## src/rtl/wake_pkg.sv

```systemverilog
package wake_pkg;
   localparam int NUM_WAKE = 2;
   localparam int DATA_W   = 8;
   localparam int ADDR_W   = 2;

   localparam logic [ADDR_W-1:0] ADDR_CTRL = 2'd0;
   localparam logic [ADDR_W-1:0] ADDR_MODE = 2'd1;
   localparam logic [ADDR_W-1:0] ADDR_STAT = 2'd2;

   typedef enum logic [1:0] {
      TRIG_NONE = 2'b00,
      TRIG_RISE = 2'b01,
      TRIG_FALL = 2'b10,
      TRIG_BOTH = 2'b11
   } trig_e;

   typedef enum logic {
      MODE_STANDBY = 1'b0,
      MODE_SLEEP   = 1'b1
   } pmode_e;
endpackage

```

## src/rtl/wake_bias_timer.sv

```systemverilog
module wake_bias_timer #(
   parameter int SHORT_TICKS = 16,
   parameter int LONG_TICKS  = 64
) (
   input  logic clk,
   input  logic rst_n,
   input  logic tick_i,
   input  logic long_sel_i,
   output logic bias_o,
   output logic cap_o
);
   localparam int CNT_W = (LONG_TICKS > 1) ? $clog2(LONG_TICKS) : 1;
   localparam logic [CNT_W-1:0] SHORT_LAST = CNT_W'(SHORT_TICKS - 1);
   localparam logic [CNT_W-1:0] LONG_LAST  = CNT_W'(LONG_TICKS - 1);

   logic [CNT_W-1:0] cnt_q;
   logic [CNT_W-1:0] last;

   assign last  = long_sel_i ? LONG_LAST : SHORT_LAST;
   assign cap_o = tick_i && (cnt_q == '0);

   always_ff @(posedge clk or negedge rst_n) begin
      if (!rst_n) begin
         cnt_q  <= '0;
         bias_o <= 1'b0;
      end else if (tick_i) begin
         bias_o <= (cnt_q == '0);
         cnt_q  <= (cnt_q >= last) ? '0 : cnt_q + 1'b1;
      end
   end


   bias_rise_on_tick_chk: assert property (@(posedge clk) disable iff (!rst_n)
      $rose(bias_o) |-> $past(tick_i));

   bias_hold_chk: assert property (@(posedge clk) disable iff (!rst_n)
      !tick_i |=> $stable(bias_o));
endmodule

```

## src/rtl/wake_chan.sv

```systemverilog
module wake_chan #(
   parameter int SYNC_STAGES = 2
) (
   input  logic       clk,
   input  logic       rst_n,
   input  logic       pin_i,
   input  logic       sync_mode_i,
   input  logic       cap_i,
   input  logic [1:0] trig_i,
   input  logic       clr_i,
   output logic       level_o,
   output logic       event_o,
   output logic       flag_o
);
   logic [SYNC_STAGES-1:0] sh_q;
   logic synced, upd, chg, rise, fall;

   generate
      if (SYNC_STAGES == 1) begin : g_one
         always_ff @(posedge clk or negedge rst_n)
            if (!rst_n) sh_q <= '0;
            else        sh_q <= pin_i;
      end else begin : g_many
         always_ff @(posedge clk or negedge rst_n)
            if (!rst_n) sh_q <= '0;
            else        sh_q <= {sh_q[SYNC_STAGES-2:0], pin_i};
      end
   endgenerate

   assign synced  = sh_q[SYNC_STAGES-1];
   assign upd     = sync_mode_i ? cap_i : 1'b1;
   assign chg     = upd && (synced != level_o);
   assign rise    = chg && synced;
   assign fall    = chg && !synced;
   assign event_o = (trig_i[0] && rise) || (trig_i[1] && fall);

   always_ff @(posedge clk or negedge rst_n) begin
      if (!rst_n) begin
         level_o <= 1'b0;
         flag_o  <= 1'b0;
      end else begin
         if (upd)          level_o <= synced;
         if (event_o)      flag_o  <= 1'b1;
         else if (clr_i)   flag_o  <= 1'b0;
      end
   end


   sync_hold_chk: assert property (@(posedge clk) disable iff (!rst_n)
      (sync_mode_i && !cap_i) |=> $stable(level_o));

   flag_clear_chk: assert property (@(posedge clk) disable iff (!rst_n)
      $fell(flag_o) |-> $past(clr_i));

   flag_set_chk: assert property (@(posedge clk) disable iff (!rst_n)
      $rose(flag_o) |-> $past(trig_i != 2'b00));
endmodule

```

## src/rtl/wake_sampler_top.sv

```systemverilog
module wake_sampler_top
   import wake_pkg::*;
#(
   parameter int SHORT_TICKS = 16,
   parameter int LONG_TICKS  = 64,
   parameter int SYNC_STAGES = 2
) (
   input  logic              clk,
   input  logic              rst_n,
   input  logic              tick_i,
   input  logic [1:0]        wake_i,
   input  logic              wr_en_i,
   input  logic [1:0]        wr_addr_i,
   input  logic [7:0]        wr_data_i,
   input  logic [1:0]        rd_addr_i,
   output logic [7:0]        rd_data_o,
   output logic              bias_o,
   output logic [1:0]        wake_irq_o,
   output logic              sleep_o
);
   generate
      if (SHORT_TICKS < 2 || LONG_TICKS <= SHORT_TICKS) begin : g_bad_period
         $error("wake_sampler_top: need 2 <= SHORT_TICKS < LONG_TICKS");
      end
      if (SYNC_STAGES < 1) begin : g_bad_sync
         $error("wake_sampler_top: SYNC_STAGES must be at least 1");
      end
   endgenerate

   trig_e   trig_q [NUM_WAKE];
   logic [NUM_WAKE-1:0] syncm_q;
   logic    long_q;
   pmode_e  mode_q;

   logic [NUM_WAKE-1:0] level, evt, clr;
   logic [NUM_WAKE-1:0] stat_lvl;
   logic cap, any_evt, any_trig;
   logic wr_ctrl, wr_mode, wr_stat;

   assign wr_ctrl = wr_en_i && (wr_addr_i == ADDR_CTRL);
   assign wr_mode = wr_en_i && (wr_addr_i == ADDR_MODE);
   assign wr_stat = wr_en_i && (wr_addr_i == ADDR_STAT);

   wake_bias_timer #(
      .SHORT_TICKS(SHORT_TICKS),
      .LONG_TICKS (LONG_TICKS)
   ) u_timer (
      .clk       (clk),
      .rst_n     (rst_n),
      .tick_i    (tick_i),
      .long_sel_i(long_q),
      .bias_o    (bias_o),
      .cap_o     (cap)
   );

   for (genvar i = 0; i < NUM_WAKE; i++) begin : g_chan
      assign clr[i] = wr_stat && wr_data_i[i];
      wake_chan #(.SYNC_STAGES(SYNC_STAGES)) u_chan (
         .clk        (clk),
         .rst_n      (rst_n),
         .pin_i      (wake_i[i]),
         .sync_mode_i(syncm_q[i]),
         .cap_i      (cap),
         .trig_i     (trig_q[i]),
         .clr_i      (clr[i]),
         .level_o    (level[i]),
         .event_o    (evt[i]),
         .flag_o     (wake_irq_o[i])
      );
   end

   assign any_evt  = |evt;
   assign any_trig = (trig_q[0] != TRIG_NONE) || (trig_q[1] != TRIG_NONE);
   assign stat_lvl = any_trig ? level : '0;
   assign sleep_o  = (mode_q == MODE_SLEEP);

   always_ff @(posedge clk or negedge rst_n) begin
      if (!rst_n) begin
         trig_q[0] <= TRIG_NONE;
         trig_q[1] <= TRIG_NONE;
         syncm_q   <= '0;
         long_q    <= 1'b0;
         mode_q    <= MODE_STANDBY;
      end else begin
         if (wr_ctrl) begin
            trig_q[0] <= trig_e'(wr_data_i[1:0]);
            trig_q[1] <= trig_e'(wr_data_i[3:2]);
            syncm_q   <= wr_data_i[5:4];
            long_q    <= wr_data_i[6];
         end
         if (any_evt && mode_q == MODE_SLEEP) mode_q <= MODE_STANDBY;
         else if (wr_mode)                    mode_q <= pmode_e'(wr_data_i[0]);
      end
   end

   always_comb begin
      case (rd_addr_i)
         ADDR_CTRL: rd_data_o = {1'b0, long_q, syncm_q, trig_q[1], trig_q[0]};
         ADDR_MODE: rd_data_o = {7'b0, sleep_o};
         ADDR_STAT: rd_data_o = {4'b0, stat_lvl, wake_irq_o};
         default:   rd_data_o = '0;
      endcase
   end


   sleep_exit_chk: assert property (@(posedge clk) disable iff (!rst_n)
      $fell(sleep_o) |-> ($past(any_evt) || $past(wr_mode && !wr_data_i[0])));

   sleep_wake_chk: assert property (@(posedge clk) disable iff (!rst_n)
      (any_evt && sleep_o) |=> !sleep_o);
endmodule

```

## config.mk

```make
export PLATFORM = sky130hd
export DESIGN_NAME = wake_sampler_top
export DESIGN_NICKNAME = d
export VERILOG_FILES = /design/src/rtl/wake_pkg.sv /design/src/rtl/wake_bias_timer.sv /design/src/rtl/wake_chan.sv /design/src/rtl/wake_sampler_top.sv
export SDC_FILE = /design/constraint.sdc
export NUM_CORES = 1
export LEC_CHECK = 0
export BUFFER_PORTS_ARGS = -buffer_cell sky130_fd_sc_hd__buf_2
export CAP_MARGIN = 5
export CORE_MARGIN = 4
export CORE_UTILIZATION = 55
export DETAILED_ROUTE_END_ITERATION = 6
export PLACE_DENSITY_LB_ADDON = 0.2
export SETUP_SLACK_MARGIN = 0.5
export SYNTH_ARGS = -nofsm -noshare
export SYNTH_HDL_FRONTEND = slang
export SYNTH_SLANG_ARGS = --single-unit
```

## constraint.sdc

```tcl
create_clock -name clk -period 2.42 [get_ports clk]
set_input_delay 0.484 -clock clk [delete_from_list [all_inputs] [get_ports clk]]
set_output_delay 0.484 -clock clk [all_outputs]
set_load 0.01 [all_outputs]
```

==> results.json <==
{
  "max_freq_mhz": 532,
  "pwr_density_cell_mw_per_mm2": 884,
  "syn_inst": 105,
  "synth_top_area_cell": "dfrtp_1",
  "vdd_drop_max_uv": 535,
  "initial_core_util_pct": 59.4,
  "finalPower_w": 0.00121,
  "skew_ns": 0.0104,
  "max_cap_viol_count": 0,
  "post_drt_wl_per_cell_um": 14.8,
  "drt.antenna.violating_nets": 0,
  "nFillCells": 164,
  "cts_buffers": 3,
  "ys_seq_area_share_pct": 48.4,
  "fp.dieArea_mm2": 0.00297,
  "grt_max_degree": 24,
  "dp_hpwl_mm": 1.75,
  "grt_pass1_vias": 839,
  "cts_tree": "yes",
  "synth_nets": 127,
  "detail_route.vias_per_cell": 5.45,
  "synth_area_mm2": 0.00119,
  "startpoint": "trig_q[2]",
  "io_pins": 30,
  "period_share_pct": 77.7,
  "leakagePower_nw": 0.656,
  "synth-async-reset-ratio_pct": 100,
  "reg2reg_slack_ns": 0.79,
  "setup_tns_ns": 0,
  "routabilityCongestion": 0.806,
  "die_width_um": 54.5,
  "cts.htree.levels": 1,
  "drive_above_1_share_pct": 34.3,
  "endpoint_kind": "primary output",
  "grt_overflow_total": 0,
  "r2r-start": "u_timer.cnt_q[5]",
  "die_y_um": 54.5,
  "synth_top_area_share_pct": 48.4,
  "wirelength_mm": 2.38,
  "cp_max_fo": 2,
  "seq_area_um2": 576,
  "yosys_warnings": 0,
  "core-area_mm2": 0.00200,
  "cts_max_path_buffers": 2,
  "synth.ff_latch_count": 23,
  "hold_viol": 0,
  "rsz0062_at_grt": "yes",
  "grt_pass1_wl_mm": 3.82,
  "synth_enable_flop_cells": 0,
  "status": "finished clean",
  "grt_antenna_before_repair": 0,
  "core.rowCount": 16,
  "fin_nets": 157,
  "maxSlewViolCount": 0,
  "synth_commonest_cells": "23 x dfrtp_1, 8 x mux2_2, 8 x nand2_1, 8 x o21ai_0",
  "hold_path.class": "primary input to async pin",
  "whs_ns": 0.122,
  "synth.area.top_cells": "dfrtp_1 48%, mux2_2 7.6%, ha_1 4.2%",
  "cp.required_ns": 1.94,
  "grt_usage_pct": 18.3,
  "min_period_ns": 1.88,
  "avgSynthCellArea_um2": 11.3,
  "yosysMostFrequentCell": "dfrtp_1",
  "drcViolationCount": 0,
  "critical_path_arrival_ns": 1.40,
  "multi_input_area_um2": 568,
  "port_buffers": 27,
  "cts_resized": 0,
  "worstSetupStartpointType": "flop",
  "worst-setup-path-type": "flop to primary output",
  "root_buffer": "clkbuf_4",
  "ys_types": 36,
  "ys.flop_type": "dfrtp_1",
  "clock_latency_ns": 0.31,
  "cts.clk_slew.worst_paths_ns": 0.12,
  "firstDrtPassIters": 4,
  "num_vias": 877,
  "drtIter0Drc": 18,
  "setup_viol": 0,
  "clock_sinks": 23,
  "syn_to_final_growth_pct": 15.4,
  "diodes": 0
}
placed cells by master, fill, tap and decap left out, types with 4 or more instances in the layout:
cell type | Yosys | routed
inv_1 | 5 | 5
nand3b_1 | 5 | 5
a21oi_1 | 4 | 4
o21ai_0 | 8 | 8
dfrtp_1 | 23 | 23
nand2_1 | 8 | 8
ha_1 | 4 | 4
mux2_2 | 8 | 8
buf_2 | 1 | 27
path summary, 6_finish.rpt:
kind	to	cells past startpoint
worst max-delay path	rd_data_o[2]	4
worst min-delay path	long_q	1
worst max register to register	u_timer.cnt_q[4]	5
worst min register to register	g_chan[1].u_chan.sh_q[1]	0
max in group asynchronous	g_chan[1].u_chan.level_o	1
min in group clk	g_chan[1].u_chan.sh_q[0]	1
metrics by stage:
step	utilization, %	setup WS [ns]	instance area [um2]	cells
3_3_place_gp	66.5	0.760	1330	155
3_5_place_dp	66.5	0.756	1330	155
4_1_cts	68.6	0.523	1370	161
6_report	68.6	0.539	1370	161
5_1_grt	68.6	0.452	1370	161
2_1_floorplan	-	0.988	1190	105
registers in the layout (all words and copies together) (netlist names):
name	cells
u_timer.cnt_q	6
g_chan.u_chan.sh_q	4
trig_q	4
g_chan.u_chan.flag_o	2
g_chan.u_chan.level_o	2
syncm_q	2
long_q	1
sleep_o	1
u_timer.bias_o	1
per-layer routing:
| layer | part of all wire, % | global-route usage (%) |
|---|---|---|
| met5 | 0 | 0 |
| met4 | 0.55 | 4.98 |
| met3 | 7.1 | 3.54 |
| met2 | 46 | 31.3 |
| met1 | 47 | 23.6 |
layout make-up:
| type | instances | share of cell area [%] |
|---|---|---|
| sequential | 23 | 41.9 |
| multi-input combinational | 73 | 41.4 |
| timing repair buffer | 29 | 10.9 |
| tap | 27 | 2.46 |
| clock buffer | 4 | 1.91 |
| inverter | 5 | 1.37 |
critical path, stage by stage, from the launching register on:
cell and delay, ns:
dfrtp_1 0.41, nor4_1 0.27, nor3b_1 0.09, a22o_1 0.18, buf_2 0.13
power by group:
part	leakage (nW)	internal, W	switching, W
clock network	0.0150	0.0000643	0.000107
registers	0.277	0.000487	0.000114
logic	0.365	0.000221	0.000221
timing repair:
item                                    CTS  global route
endpoints found under the setup margin    1             2
setup buffers                             2             0
hold buffers                              0             0
cell families (layout without fill, tap and decap cells):
kind of cell	after synthesis	in the layout	share of synthesized area, %
adder cells (fa/ha/maj)	4	4	4.21
flip-flops	23	23	48.4
AO/OA/AOI/OAI	23	23	13.0
other	1	1	0.315
buffers and inverters	9	38	3.89
AND/OR/NAND/NOR	31	31	17.4
multiplexers	12	12	11.4
XOR/XNOR	2	2	1.47
Power figures use the tool's default switching activity.
